### src/rtl/rxd_pkg.sv
package rxd_pkg;
  localparam int WORD_W     = 32;
  localparam int BYTE_W     = 8;
  localparam int DESC_BYTES = 8;
  localparam int LEN_W      = 12;
  localparam int LEN_LSB    = 16;
  localparam int OWN_BIT    = 15;
  localparam int END_BIT    = 14;
  localparam int START_BIT  = 13;
  localparam int WRAP_BIT   = 12;
  localparam int OVSZ_BIT   = 4;
  localparam int ERR_W      = 3;
  localparam int IRQ_W      = 3;
  localparam int IRQ_BUF    = 0;
  localparam int IRQ_PKT    = 1;
  localparam int IRQ_NOWN   = 2;

  typedef enum logic [2:0] {
    ST_IDLE, ST_RD0, ST_RD1, ST_RD2, ST_DATA, ST_DROP, ST_WB
  } rxd_st_e;

  function automatic logic [LEN_W-1:0] desc_len(input logic [WORD_W-1:0] w);
    return w[LEN_LSB +: LEN_W];
  endfunction

  function automatic logic desc_owned(input logic [WORD_W-1:0] w);
    return w[OWN_BIT];
  endfunction

  function automatic logic desc_wrap(input logic [WORD_W-1:0] w);
    return w[WRAP_BIT];
  endfunction

  function automatic logic [WORD_W-1:0] wb_word(input logic [LEN_W-1:0] len,
                                                input logic wrap,
                                                input logic [ERR_W-1:0] err,
                                                input logic ovsz);
    logic [WORD_W-1:0] w;
    w = '0;
    w[LEN_LSB +: LEN_W] = len;
    w[END_BIT]          = 1'b1;
    w[START_BIT]        = 1'b1;
    w[WRAP_BIT]         = wrap;
    w[OVSZ_BIT]         = ovsz;
    w[ERR_W-1:0]        = err;
    return w;
  endfunction
endpackage

### src/rtl/rxd_ring_ptr.sv
module rxd_ring_ptr #(
  parameter int ADDR_W = 32
) (
  input  logic              clk,
  input  logic              rst_n,
  input  logic [ADDR_W-1:0] ring_base,
  input  logic              ring_init,
  input  logic              advance,
  input  logic              wrap,
  output logic [ADDR_W-1:0] cur_addr
);
  localparam logic [ADDR_W-1:0] STEP = ADDR_W'(rxd_pkg::DESC_BYTES);

  always_ff @(posedge clk or negedge rst_n) begin
    if (!rst_n)         cur_addr <= '0;
    else if (ring_init) cur_addr <= ring_base;
    else if (advance)   cur_addr <= wrap ? ring_base : cur_addr + STEP;
  end
endmodule

### src/rtl/rxd_irq_ctl.sv
module rxd_irq_ctl #(
  parameter int N = 3
) (
  input  logic         clk,
  input  logic         rst_n,
  input  logic [N-1:0] set_vec,
  input  logic [N-1:0] clr_vec,
  input  logic [N-1:0] mask,
  output logic [N-1:0] stat,
  output logic         irq
);
  always_ff @(posedge clk or negedge rst_n) begin
    if (!rst_n) stat <= '0;
    else        stat <= (stat & ~clr_vec) | set_vec;
  end

  assign irq = |(stat & mask);
endmodule

### src/rtl/rxd_frame_ctr.sv
module rxd_frame_ctr #(
  parameter int LEN_W = 12
) (
  input  logic             clk,
  input  logic             rst_n,
  input  logic             start,
  input  logic             beat,
  input  logic [LEN_W-1:0] buf_len,
  output logic [LEN_W-1:0] cnt,
  output logic             room,
  output logic             trunc
);
  assign room = (cnt < buf_len);

  always_ff @(posedge clk or negedge rst_n) begin
    if (!rst_n) begin
      cnt   <= '0;
      trunc <= 1'b0;
    end else if (start) begin
      cnt   <= '0;
      trunc <= 1'b0;
    end else if (beat) begin
      if (room) cnt   <= cnt + LEN_W'(1);
      else      trunc <= 1'b1;
    end
  end
endmodule

### src/rtl/rxd_chan.sv
module rxd_chan #(
  parameter int ADDR_W = 32
) (
  input  logic                        clk,
  input  logic                        rst_n,
  input  logic [ADDR_W-1:0]           ring_base,
  input  logic                        ring_init,
  input  logic                        en_wr,
  input  logic                        en_wdata,
  output logic                        en_rd,
  input  logic [rxd_pkg::IRQ_W-1:0]   irq_mask,
  input  logic [rxd_pkg::IRQ_W-1:0]   irq_clr,
  output logic [rxd_pkg::IRQ_W-1:0]   irq_stat,
  output logic                        irq,
  input  logic                        s_valid,
  output logic                        s_ready,
  input  logic [rxd_pkg::BYTE_W-1:0]  s_data,
  input  logic                        s_sop,
  input  logic                        s_eop,
  input  logic [rxd_pkg::ERR_W-1:0]   s_err,
  output logic                        mem_req,
  output logic                        mem_we,
  output logic [ADDR_W-1:0]           mem_addr,
  output logic [rxd_pkg::WORD_W/8-1:0] mem_be,
  output logic [rxd_pkg::WORD_W-1:0]  mem_wdata,
  input  logic [rxd_pkg::WORD_W-1:0]  mem_rdata,
  output logic                        fc_pulse
);
  import rxd_pkg::*;

  localparam int BE_W   = WORD_W / 8;
  localparam int LANE_W = $clog2(BE_W);
  localparam logic [ADDR_W-1:0] W1_OFS = ADDR_W'(WORD_W / 8);

  rxd_st_e            st;
  logic               en_req;
  logic [LEN_W-1:0]   buf_len;
  logic               own_q;
  logic               wrap_q;
  logic [ADDR_W-1:0]  buf_base;
  logic [ERR_W-1:0]   err_q;
  logic [ADDR_W-1:0]  cur_addr;
  logic [LEN_W-1:0]   frm_cnt;
  logic               room;
  logic               trunc;

  // named internal events, also used by the checker
  logic               beat;
  logic               data_wr;
  logic               desc_done;
  logic               notown_evt;
  logic               frm_start;
  logic               frm_end;

  assign beat       = s_valid && s_ready;
  assign data_wr    = (st == ST_DATA) && beat && room;
  assign desc_done  = (st == ST_WB);
  assign notown_evt = (st == ST_RD2) && !own_q;
  assign frm_start  = (st == ST_RD2) && own_q;
  assign frm_end    = beat && s_eop;

  assign s_ready  = (st == ST_DATA) || (st == ST_DROP);
  assign en_rd    = en_req || (st != ST_IDLE);
  assign fc_pulse = desc_done;

  // channel enable register
  always_ff @(posedge clk or negedge rst_n) begin
    if (!rst_n)          en_req <= 1'b0;
    else if (notown_evt) en_req <= 1'b0;
    else if (en_wr)      en_req <= en_wdata;
  end

  // sequencer
  always_ff @(posedge clk or negedge rst_n) begin
    if (!rst_n) st <= ST_IDLE;
    else begin
      unique case (st)
        ST_IDLE: if (en_req && s_valid && s_sop) st <= ST_RD0;
        ST_RD0:  st <= ST_RD1;
        ST_RD1:  st <= ST_RD2;
        ST_RD2:  st <= own_q ? ST_DATA : ST_DROP;
        ST_DATA: if (frm_end) st <= ST_WB;
        ST_DROP: if (frm_end) st <= ST_IDLE;
        ST_WB:   st <= ST_IDLE;
        default: st <= ST_IDLE;
      endcase
    end
  end

  // descriptor fields and end-of-frame status
  always_ff @(posedge clk or negedge rst_n) begin
    if (!rst_n) begin
      buf_len  <= '0;
      own_q    <= 1'b0;
      wrap_q   <= 1'b0;
      buf_base <= '0;
      err_q    <= '0;
    end else begin
      if (st == ST_RD1) begin
        buf_len <= desc_len(mem_rdata);
        own_q   <= desc_owned(mem_rdata);
        wrap_q  <= desc_wrap(mem_rdata);
      end
      if (st == ST_RD2) buf_base <= mem_rdata[ADDR_W-1:0];
      if ((st == ST_DATA) && frm_end) err_q <= s_err;
    end
  end

  rxd_ring_ptr #(.ADDR_W(ADDR_W)) u_ptr (
    .clk       (clk),
    .rst_n     (rst_n),
    .ring_base (ring_base),
    .ring_init (ring_init),
    .advance   (desc_done),
    .wrap      (wrap_q),
    .cur_addr  (cur_addr)
  );

  rxd_frame_ctr #(.LEN_W(LEN_W)) u_ctr (
    .clk     (clk),
    .rst_n   (rst_n),
    .start   (frm_start),
    .beat    ((st == ST_DATA) && beat),
    .buf_len (buf_len),
    .cnt     (frm_cnt),
    .room    (room),
    .trunc   (trunc)
  );

  logic [IRQ_W-1:0] irq_set;
  always_comb begin
    irq_set           = '0;
    irq_set[IRQ_BUF]  = desc_done;
    irq_set[IRQ_PKT]  = desc_done;
    irq_set[IRQ_NOWN] = notown_evt;
  end

  rxd_irq_ctl #(.N(IRQ_W)) u_irq (
    .clk     (clk),
    .rst_n   (rst_n),
    .set_vec (irq_set),
    .clr_vec (irq_clr),
    .mask    (irq_mask),
    .stat    (irq_stat),
    .irq     (irq)
  );

  // memory master
  logic [ADDR_W-1:0] data_addr;
  assign data_addr = buf_base + ADDR_W'(frm_cnt);

  always_comb begin
    mem_req   = 1'b0;
    mem_we    = 1'b0;
    mem_addr  = cur_addr;
    mem_be    = '1;
    mem_wdata = '0;
    unique case (st)
      ST_RD0: mem_req = 1'b1;
      ST_RD1: begin
        mem_req  = 1'b1;
        mem_addr = cur_addr + W1_OFS;
      end
      ST_WB: begin
        mem_req   = 1'b1;
        mem_we    = 1'b1;
        mem_wdata = wb_word(frm_cnt, wrap_q, err_q, trunc);
      end
      ST_DATA: begin
        mem_addr  = data_addr;
        mem_be    = BE_W'(1) << data_addr[LANE_W-1:0];
        mem_wdata = {BE_W{s_data}};
        if (data_wr) begin
          mem_req = 1'b1;
          mem_we  = 1'b1;
        end
      end
      default: ;
    endcase
  end
endmodule

### config.mk
export PLATFORM = sky130hd
export DESIGN_NAME = rxd_chan
export DESIGN_NICKNAME = d
export VERILOG_FILES = /design/src/rtl/rxd_pkg.sv /design/src/rtl/rxd_ring_ptr.sv /design/src/rtl/rxd_irq_ctl.sv /design/src/rtl/rxd_frame_ctr.sv /design/src/rtl/rxd_chan.sv
export SDC_FILE = /design/constraint.sdc
export NUM_CORES = 1
export LEC_CHECK = 0
export BUFFER_PORTS_ARGS = -buffer_cell sky130_fd_sc_hd__buf_4
export CAP_MARGIN = 0
export CORE_MARGIN = 10
export CORE_UTILIZATION = 30
export CTS_CLUSTER_DIAMETER = 60
export DETAILED_ROUTE_END_ITERATION = 6
export MAX_ROUTING_LAYER = met4
export RECOVER_POWER = 25
export SLEW_MARGIN = 20
export SYNTH_ARGS = -nofsm -noshare
export SYNTH_HDL_FRONTEND = slang
export SYNTH_SLANG_ARGS = --single-unit
### constraint.sdc
create_clock -name clk -period 3.5 [get_ports clk]
set_input_delay 0.7 -clock clk [delete_from_list [all_inputs] [get_ports clk]]
set_output_delay 0.7 -clock clk [all_outputs]
set_load 0.005 [all_outputs]
==> impl_metrics.json, run 1 <==
{
  "final_layout_size_suffix_gt1_share_pct": 29.5,
  "drt-pass1-iter-count": 6,
  "synth_top_cells_by_area": "dfrtp_1, mux2_2, ha_1, a21oi_1, nand2_1",
  "synth.largest_area_cell": "dfrtp_1",
  "rr_endpoint": "u_ctr.cnt[10]$_DFFE_PN0P_",
  "critical-path-slowest-cell": "dfrtp_1",
  "cpLargestDelayFamily": "compound AO/OA/AOI/OAI gates",
  "final_core_util_pct": 39.4,
  "rr_worst_depth": 6,
  "worst_skew_pair.late_latency_ns": 0.37,
  "area_growth_pct": 28.9,
  "netSwitchingPower_w": 0.00332,
  "detail_route.vias_per_cell": 5.32,
  "hold_path_end": "u_ctr.trunc$_DFFE_PN0P_",
  "critical_path.max_fanout": 9,
  "cpMostUsedCell": "o211ai_1",
  "syn_area_per_cell_um2": 8.58,
  "mappedNetlistArea_um2": 7170,
  "power.ir.vdd_worst_uv": 337,
  "floorplan.core_area_um2": 23500,
  "cp_data_arrival_time_ns": 2.77,
  "hpwl_um": 20000,
  "portBuffers": 165,
  "synth_cell_types": 71,
  "crit_chain": "ha_2, inv_2, fa_2, and2b_1, o211ai_1, a21oi_2, buf_6, o21ai_0, xor2_1, o211ai_1, buf_4",
  "via_count": 7023,
  "postSynthNetCount": 952,
  "power.share.combinational_pct": 54.7,
  "holdWs_ns": 0.498,
  "sw_frac_of_total_pct": 45.2,
  "routabilityCongestion": 0.886,
  "first_pass_grt_wire_length_um": 39700,
  "detailed_place.area_um2": 8820,
  "drc": 0,
  "synth-warning-count": 0,
  "cts.sinks": 101,
  "cts.htree.levels": 3,
  "grt_max_degree": 62,
  "relative_contribution_of_the_clock_network_to_total_power_pct": 13.6,
  "post-layout-total-power_w": 0.00733,
  "tritoncts_buffers": 9,
  "fp.dieArea_um2": 30500,
  "area.sequential_um2": 2530,
  "io_pins": 166,
  "worstHoldPathCells": 1,
  "worst_pin_slew_ns": 1.60,
  "synth_enable_flop_cells": 0,
  "reg2reg_slack_ns": 0.99,
  "antenna_violations_before_repair": 0,
  "ys.flop_type": "dfrtp_1",
  "fillers": 2387,
  "route.detailed.wl_per_inst_um": 19.3,
  "setup.worst_path.start_class": "flip-flop",
  "starting_density_of_the_core_pct": 30.5,
  "grt_overflow_total": 0,
  "antenna_left": 0,
  "worst_hold_path_type": "flip-flop to flip-flop",
  "holdCritStartpoint": "u_ctr.trunc$_DFFE_PN0P_",
  "power.leakage_nw": 4.11,
  "multi_input_comb_area_um2": 4390,
  "clock_transition_time_at_the_flip_flop_clock_pins_of_the_worst_setup_and_hold_paths_ns": 0.08,
  "x_dimension_of_the_die_um": 175,
  "detailedRoute.firstIterationViolations": 492,
  "worst-path-buf-inv": 3,
  "wl_um": 25500,
  "finalSetupTns_ns": 0,
  "final_hold_viol_count": 0,
  "cpPeakStageDelay_ns": 0.38,
  "timing_worst_setup_path_type": "flip-flop to primary output",
  "timing.final.crit_share_pct": 99.2,
  "via_count_of_the_first_global_routing_pass": 6713,
  "fmax_mhz": 288,
  "cell_internal_pwr_w": 0.00402,
  "finish.instance_area_um2": 9250,
  "cts.hold.buffers_added": 0,
  "worst_setup_path_end_kind": "primary output",
  "violations": "max-capacitance violations, max-slew violations",
  "drv_cap": 1,
  "timing.final.setup_violations": 0,
  "power.density_nw_per_um2": 793,
  "netlist.area_leader.share_pct": 35.2,
  "insertedDiodeCount": 0,
  "placementRows": 56,
  "finalMaxSlewViolations": 62,
  "cts_root_cell": "clkbuf_16",
  "cts_buffer_depth": 2,
  "final_common_cell": "buf_4",
  "syn-instance-count": 836,
  "pwr-share-seq_pct": 31.7,
  "grt_total_usage_pct": 16.9,
  "synth-async-reset-ratio_pct": 100,
  "most-common-layout-cells": "buf_4, dfrtp_1, nand2_1, a21oi_1",
  "rsz0062_at_grt": "true",
  "rr_startpoint": "st[1]$_DFFE_PN0P_",
  "relSlewSlack_pct": -6.44,
  "synth.yosys.seq_area_share_pct": 35.2,
  "final_net_count": 1112,
  "die_height_um": 175,
  "status": "finished, violations left",
  "fin_worst_skew_ns": 0.0109,
  "finalWorstPathRequiredPeriod_ns": 3.47,
  "clock_tree_from_tritoncts": "built",
  "critPathRequiredTime_ns": 2.80,
  "yosys_register_bits": 101
}
[power by group through the flow]
stage	logic (W)	clock network, W	registers [W]
after floorplan	0.00249	0	0.00205
after global placement	0.00384	0	0.00231
after detailed placement	0.00389	0	0.00232
after CTS	0.00392	0.00103	0.00230
after global routing	0.00444	0.00107	0.00241
final	0.00401	0.000997	0.00233
[worst max path at each step]
stage | from | endpoint | slack, ns | cells past startpoint
finish | buf_base[0]$_DFFE_PN0P_ | mem_addr[10] | 0.03 | 11
detailed placement | u_ctr.cnt[0]$_DFFE_PN0P_ | mem_addr[28] | 0.35 | 11
CTS | buf_base[0]$_DFFE_PN0P_ | mem_addr[30] | -0.02 | 10
global route | buf_base[0]$_DFFE_PN0P_ | mem_addr[10] | -0.12 | 11
global placement | u_ctr.cnt[6]$_DFFE_PN0P_ | mem_addr[23] | 0.39 | 8
floorplan | u_ctr.cnt[0]$_DFFE_PN0P_ | mem_addr[30] | 0.41 | 9
[area by class of cell]
cell class | count | area share, %
inverters | 36 | 1.46
multi-input cells | 648 | 47.5
well taps | 319 | 4.32
repair buffers | 200 | 16.3
clock buffers | 9 | 2.44
flip-flops and latches | 101 | 27.4
clock inverters | 7 | 0.650
[routing by layer]
metal  up-vias  track usage [%]  part of all wire, %
li1       3391                -                    -
met1      3404             21.6                   45
met2       201             26.3                   48
met3        27             3.51                  5.4
met4         0             5.09                  1.9
met5         -                -                    0
[stage by stage]
stage,instances,setup slack (ns)
after global placement,1297,0.391
after detailed placement,1297,0.351
final,1320,0.0288
after floorplan,836,0.408
after CTS,1313,-0.0189
after global routing,1320,-0.122
[synthesized netlist by cell type, types with 17 or more instances]
cell	instances
a21o_1	23
a21oi_1	62
clkbuf_1	25
dfrtp_1	101
ha_1	26
inv_1	35
mux2_2	43
nand2_1	79
nand3_1	44
nor2_1	56
o211ai_1	37
o21ai_0	55
xor2_1	17
[flip-flops by register name, indices dropped and copies added, names as in the netlist]
signal,flops
wrap_q,1
u_ctr.trunc,1
buf_base,32
st,3
en_req,1
own_q,1
u_ctr.cnt,12
u_ptr.cur_addr,32
buf_len,12
u_irq.stat,3
err_q,3
[cell families (layout without fill, tap and decap cells)]
family	count (synthesis)	after routing	synth area share [%]
compound gates	262	262	23.7
xor+xnor	30	30	3.66
fa+ha+maj	27	27	4.82
buf+inv	87	252	5.22
flops	101	101	35.2
mux	49	49	7.59
simple gates	280	280	19.8
[what timing repair did]
item | CTS | global route
resized for setup | 3 | 21
buffers inserted | 0 | 7
endpoints found under the setup margin | 9 | 26
pin swaps | 0 | 10
[worst reg2reg max path, stage by stage (launching register included)]
cell       delay (ns)
dfrtp_1          0.43
clkbuf_1         0.27
nor2_2           0.44
o2111ai_1        0.38
a211oi_1         0.61
nand3_1          0.14
a21oi_1          0.16
Note: power is estimated with default switching activity, not from simulation.
==> inputs of run 2 (changes only) <==
CELL_PAD_IN_SITES_DETAIL_PLACEMENT = 0   (was not set)
CELL_PAD_IN_SITES_GLOBAL_PLACEMENT = 1   (was not set)
CORE_UTILIZATION = 41   (was 30)
PLACE_DENSITY_LB_ADDON = 0.1   (was not set)
==> impl_metrics.json, run 2 (same netlist as run 1, synthesis figures left out) <==
{
  "clock_tree_from_tritoncts": "built",
  "cts.hold.buffers_added": 0,
  "critical_path.max_fanout": 4,
  "worstHoldPathCells": 1,
  "first_pass_grt_wire_length_um": 40600,
  "die_height_um": 152,
  "io_pins": 166,
  "worst_pin_slew_ns": 2.77,
  "holdCritStartpoint": "own_q$_DFFE_PN0P_",
  "cts_root_cell": "clkbuf_16",
  "cts.htree.levels": 3,
  "starting_density_of_the_core_pct": 41.6,
  "fmax_mhz": 285,
  "placementRows": 48,
  "cts_buffer_depth": 2,
  "floorplan.core_area_um2": 17200,
  "final_core_util_pct": 53.8,
  "status": "finished, violations left",
  "routabilityCongestion": 0.876,
  "hold_path_end": "u_irq.stat[2]$_DFF_PN0_",
  "holdWs_ns": 0.495,
  "rsz0062_at_grt": "true",
  "final_layout_size_suffix_gt1_share_pct": 30.8,
  "route.detailed.wl_per_inst_um": 21.3,
  "layout_top_registers": "buf_base x32, u_ptr.cur_addr x32",
  "finalMaxSlewViolations": 45,
  "via_count_of_the_first_global_routing_pass": 6976,
  "cts.sinks": 101,
  "worst_hold_path_type": "flip-flop to flip-flop",
  "clock_transition_time_at_the_flip_flop_clock_pins_of_the_worst_setup_and_hold_paths_ns": 0.08,
  "x_dimension_of_the_die_um": 152,
  "rr_worst_depth": 8,
  "portBuffers": 165,
  "area_growth_pct": 29.2,
  "grt_total_usage_pct": 22.4,
  "finalWorstPathRequiredPeriod_ns": 3.51,
  "drt-pass1-iter-count": 5,
  "grt_overflow_total": 0,
  "cp_data_arrival_time_ns": 2.81,
  "final_cells": 1231,
  "post-place-cells": 1206,
  "antenna_violations_before_repair": 0,
  "final_hold_viol_count": 0,
  "reg2reg_slack_ns": 0.83,
  "critPathRequiredTime_ns": 2.80,
  "power.ir.vdd_worst_uv": 419,
  "power.density_nw_per_um2": 818,
  "final_common_cell": "buf_4",
  "fin_worst_skew_ns": 0.0123,
  "detailedRoute.firstIterationViolations": 478,
  "hpwl_um": 20500,
  "fin_ws_ns": -0.00843,
  "final_net_count": 1117,
  "power.leakage_nw": 4.17,
  "via_count": 7151,
  "antenna_left": 0,
  "timing.final.setup_violations": 1,
  "rr_endpoint": "u_ctr.cnt[9]$_DFFE_PN0P_",
  "worst_setup_path_end_kind": "primary output",
  "timing.final.crit_share_pct": 100,
  "relSlewSlack_pct": -84.4,
  "tritoncts_buffers": 9,
  "timing_worst_setup_path_type": "flip-flop to primary output",
  "insertedDiodeCount": 0,
  "drv_cap": 1,
  "most-common-layout-cells": "buf_4, dfrtp_1, nand2_1, a21oi_1, nor2_1",
  "wl_um": 26200,
  "drc": 0,
  "setup.worst_path.start_class": "flip-flop",
  "fp.dieArea_um2": 23200,
  "rr_startpoint": "u_ctr.cnt[6]$_DFFE_PN0P_",
  "detail_route.vias_per_cell": 5.81,
  "worst_skew_pair.late_latency_ns": 0.37,
  "violations": "max-capacitance violations, max-slew violations, negative setup slack",
  "grt_max_degree": 58
}
[run 2: metal layers]
metal / global-route usage, % / vias up / wire length, µm
met5: - / - / 0
met4: 6.65 / 0 / 584
met3: 3.67 / 33 / 1150
met2: 36.5 / 207 / 13000
met1: 27.9 / 3498 / 11400
li1: - / 3413 / -
[run 2: power by group]
group,internal [W],switching [W],leakage [nW]
Combinational,0.00192,0.00233,2.83
Sequential,0.00167,0.000638,1.20
Clock,0.000502,0.000519,0.138
Total,0.00409,0.00349,4.17
[run 2: how the worst max path moves through the flow]
| stage | slack, ns | end | startpoint |
|---|---|---|---|
| 4_1_cts | 0.01 | mem_addr[30] | buf_base[0]$_DFFE_PN0P_ |
| 5_1_grt | -0.14 | mem_addr[20] | buf_base[0]$_DFFE_PN0P_ |
| 3_3_place_gp | 0.27 | mem_addr[31] | st[0]$_DFFE_PN0P_ |
| 2_1_floorplan | 0.41 | mem_addr[30] | u_ctr.cnt[0]$_DFFE_PN0P_ |
| 3_5_place_dp | 0.27 | mem_addr[31] | st[0]$_DFFE_PN0P_ |
| 6_report | -0.008 | mem_addr[20] | buf_base[0]$_DFFE_PN0P_ |
[run 2: final cells by class]
class / instances / area (µm²)
timing repair buffer: 205 / 1570
tap: 225 / 282
clock inverter: 7 / 71.3
sequential: 101 / 2530
clock buffer: 9 / 225
fill: 1621 / 7970
inverter: 36 / 135
multi-input combinational: 648 / 4450
[run 2: metrics by stage]
step | cell area (µm²) | setup TNS, ns | setup WS [ns] | total power, W
after floorplan | 7170 | 0 | 0.408 | 0.00454
after global placement | 8720 | 0 | 0.271 | 0.00625
after detailed placement | 8720 | 0 | 0.274 | 0.00632
after CTS | 9050 | 0 | 0.0104 | 0.00742
after global routing | 9270 | -0.909 | -0.143 | 0.00811
final | 9270 | -0.00843 | -0.00843 | 0.00758
[run 2: timing repair]
item | CTS | global route
cloned | 1 | 0
gates resized for setup | 9 | 31
buffers inserted | 0 | 8
endpoints found under the setup margin | 18 | 23
pin swaps | 1 | 21
[run 2: critical path, stage by stage, from the launching register on]
cell and delay [ns]:
dfrtp_1 0.40, ha_2 0.19, inv_2 0.06, fa_2 0.19, and2b_1 0.19, o211ai_1 0.26, a21oi_2 0.12, buf_4 0.15
buf_6 0.11, o211a_1 0.23, xnor2_2 0.15, o211ai_1 0.24, buf_4 0.16
==> inputs of run 3 (changes only) <==
RECOVER_POWER = 50   (was 25)
==> impl_metrics.json, run 3 (same netlist as run 1, synthesis figures left out) <==
{
  "antenna_left": 0,
  "tritoncts_buffers": 9,
  "detailedRoute.firstIterationViolations": 454,
  "pre_cts_ws_ns": 0.274,
  "cpPeakStageDelay_ns": 0.40,
  "worstHoldPathCells": 1,
  "cts.htree.levels": 3,
  "hpwl_um": 20500,
  "final_core_util_pct": 53.7,
  "rr_worst_depth": 6,
  "wl_um": 26200,
  "rr_startpoint": "st[2]$_DFFE_PN0P_",
  "timing.final.setup_violations": 1,
  "final_layout_size_suffix_gt1_share_pct": 30.6,
  "routabilityCongestion": 0.876,
  "cts_buffer_depth": 2,
  "worst_pin_slew_ns": 2.75,
  "grt_total_usage_pct": 22.4,
  "worst_hold_path_type": "flip-flop to flip-flop",
  "rsz0062_at_grt": "true",
  "relSlewSlack_pct": -83.3,
  "finalWorstPathRequiredPeriod_ns": 3.51,
  "die_height_um": 152,
  "clock_tree_from_tritoncts": "built",
  "fp.dieArea_um2": 23200,
  "clock_transition_time_at_the_flip_flop_clock_pins_of_the_worst_setup_and_hold_paths_ns": 0.08,
  "fin_worst_skew_ns": 0.0119,
  "critical-path-slowest-cell": "dfrtp_1",
  "grt_max_degree": 58,
  "final_net_count": 1117,
  "fin_ws_ns": -0.00838,
  "cts.sinks": 101,
  "area.sequential_um2": 2530,
  "timing_worst_setup_path_type": "flip-flop to primary output",
  "drc": 0,
  "most-common-layout-cells": "buf_4, dfrtp_1, nand2_1, a21oi_1, nor2_1",
  "critical_path.max_fanout": 4,
  "starting_density_of_the_core_pct": 41.6,
  "violations": "max-capacitance violations, max-slew violations, negative setup slack",
  "first_pass_grt_wire_length_um": 40600,
  "power.density_nw_per_um2": 819,
  "area_growth_pct": 29.1,
  "power.ir.vdd_worst_uv": 418,
  "fmax_mhz": 285,
  "power.leakage_nw": 4.16,
  "final_common_cell": "buf_4",
  "setup.worst_path.start_class": "flip-flop",
  "worst_setup_path_startpoint": "buf_base[0]$_DFFE_PN0P_",
  "detailed_place.area_um2": 8720,
  "rr_endpoint": "u_ctr.cnt[8]$_DFFE_PN0P_",
  "cts.hold.buffers_added": 0,
  "holdCritStartpoint": "own_q$_DFFE_PN0P_",
  "finalMaxSlewViolations": 82,
  "status": "finished, violations left",
  "antenna_violations_before_repair": 0,
  "layout_top_registers": "buf_base x32, u_ptr.cur_addr x32",
  "via_count_of_the_first_global_routing_pass": 6976,
  "post-layout-total-power_w": 0.00758,
  "worst-path-buf-inv": 4,
  "multi_input_comb_area_um2": 4450,
  "cp_data_arrival_time_ns": 2.81,
  "post-place-cells": 1206,
  "insertedDiodeCount": 0,
  "final_cells": 1231,
  "hold_path_end": "u_irq.stat[2]$_DFF_PN0_",
  "route.detailed.wl_per_inst_um": 21.3,
  "fillers": 1622,
  "x_dimension_of_the_die_um": 152,
  "cpLargestDelayFamily": "compound AO/OA/AOI/OAI gates",
  "drt-pass1-iter-count": 6,
  "cts_root_cell": "clkbuf_16",
  "detail_route.vias_per_cell": 5.82,
  "worst_skew_pair.late_latency_ns": 0.37,
  "placementRows": 48,
  "crit_chain": "ha_2, inv_2, fa_2, and2b_1, o211ai_1, a21oi_2, buf_4, buf_6, o211a_1, xnor2_2, o211ai_1, buf_4",
  "timing.final.crit_share_pct": 100,
  "finish.instance_area_um2": 9260,
  "via_count": 7159,
  "worst_setup_path_end_kind": "primary output",
  "final_hold_viol_count": 0,
  "reg2reg_slack_ns": 0.50,
  "drv_cap": 2,
  "grt_overflow_total": 0,
  "io_pins": 166,
  "portBuffers": 165,
  "floorplan.core_area_um2": 17200,
  "critPathRequiredTime_ns": 2.80
}
[run 3: cell types whose count changed in the layout (fill, tap and decap cells not counted), sizes merged]
cell | before | now
clkbuf | 10 | 14
buf | 204 | 200
[run 3: power by group]
part	internal (W)	total, W	leakage (nW)	switching [W]
Clock	0.000502	0.00102	0.138	0.000521
Sequential	0.00167	0.00231	1.20	0.000638
Combinational	0.00192	0.00425	2.82	0.00233
[run 3: final cells by class]
cell class / count / share of cell area (%)
clock buffer: 9 / 2.43
multi-input combinational: 648 / 48.1
tap: 225 / 3.04
sequential: 101 / 27.3
inverter: 36 / 1.46
clock inverter: 7 / 0.770
timing repair buffer: 205 / 16.9
[run 3: worst max-delay path by stage]
stage | endpoint | depth (start not counted)
global placement | mem_addr[31] | 7
global route | mem_addr[20] | 12
finish | mem_addr[20] | 12
detailed placement | mem_addr[31] | 7
floorplan | mem_addr[30] | 9
CTS | mem_addr[30] | 10
[run 3: through the flow]
step           hold WS (ns)  setup TNS, ns
3_3_place_gp          0.480              0
5_1_grt               0.502         -0.909
4_1_cts               0.363              0
6_report              0.496       -0.00838
2_1_floorplan         0.404              0
3_5_place_dp          0.487              0
[run 3: routing by layer]
| layer | GRT usage (%) | vias to the layer above | part of all wire [%] |
|---|---|---|---|
| met5 | - | - | 0 |
| met4 | 6.65 | 0 | 2.2 |
| met3 | 3.67 | 33 | 4.2 |
| met2 | 36.5 | 218 | 50 |
| met1 | 27.9 | 3491 | 44 |
| li1 | - | 3417 | - |
[run 3: timing repair]
| item | 4_1_cts | 5_1_grt |
|---|---|---|
| endpoints found under the setup margin | 18 | 23 |
| setup buffers | 0 | 8 |
| pin swaps | 1 | 21 |
| gates cloned | 1 | 0 |
| resized for setup | 9 | 31 |
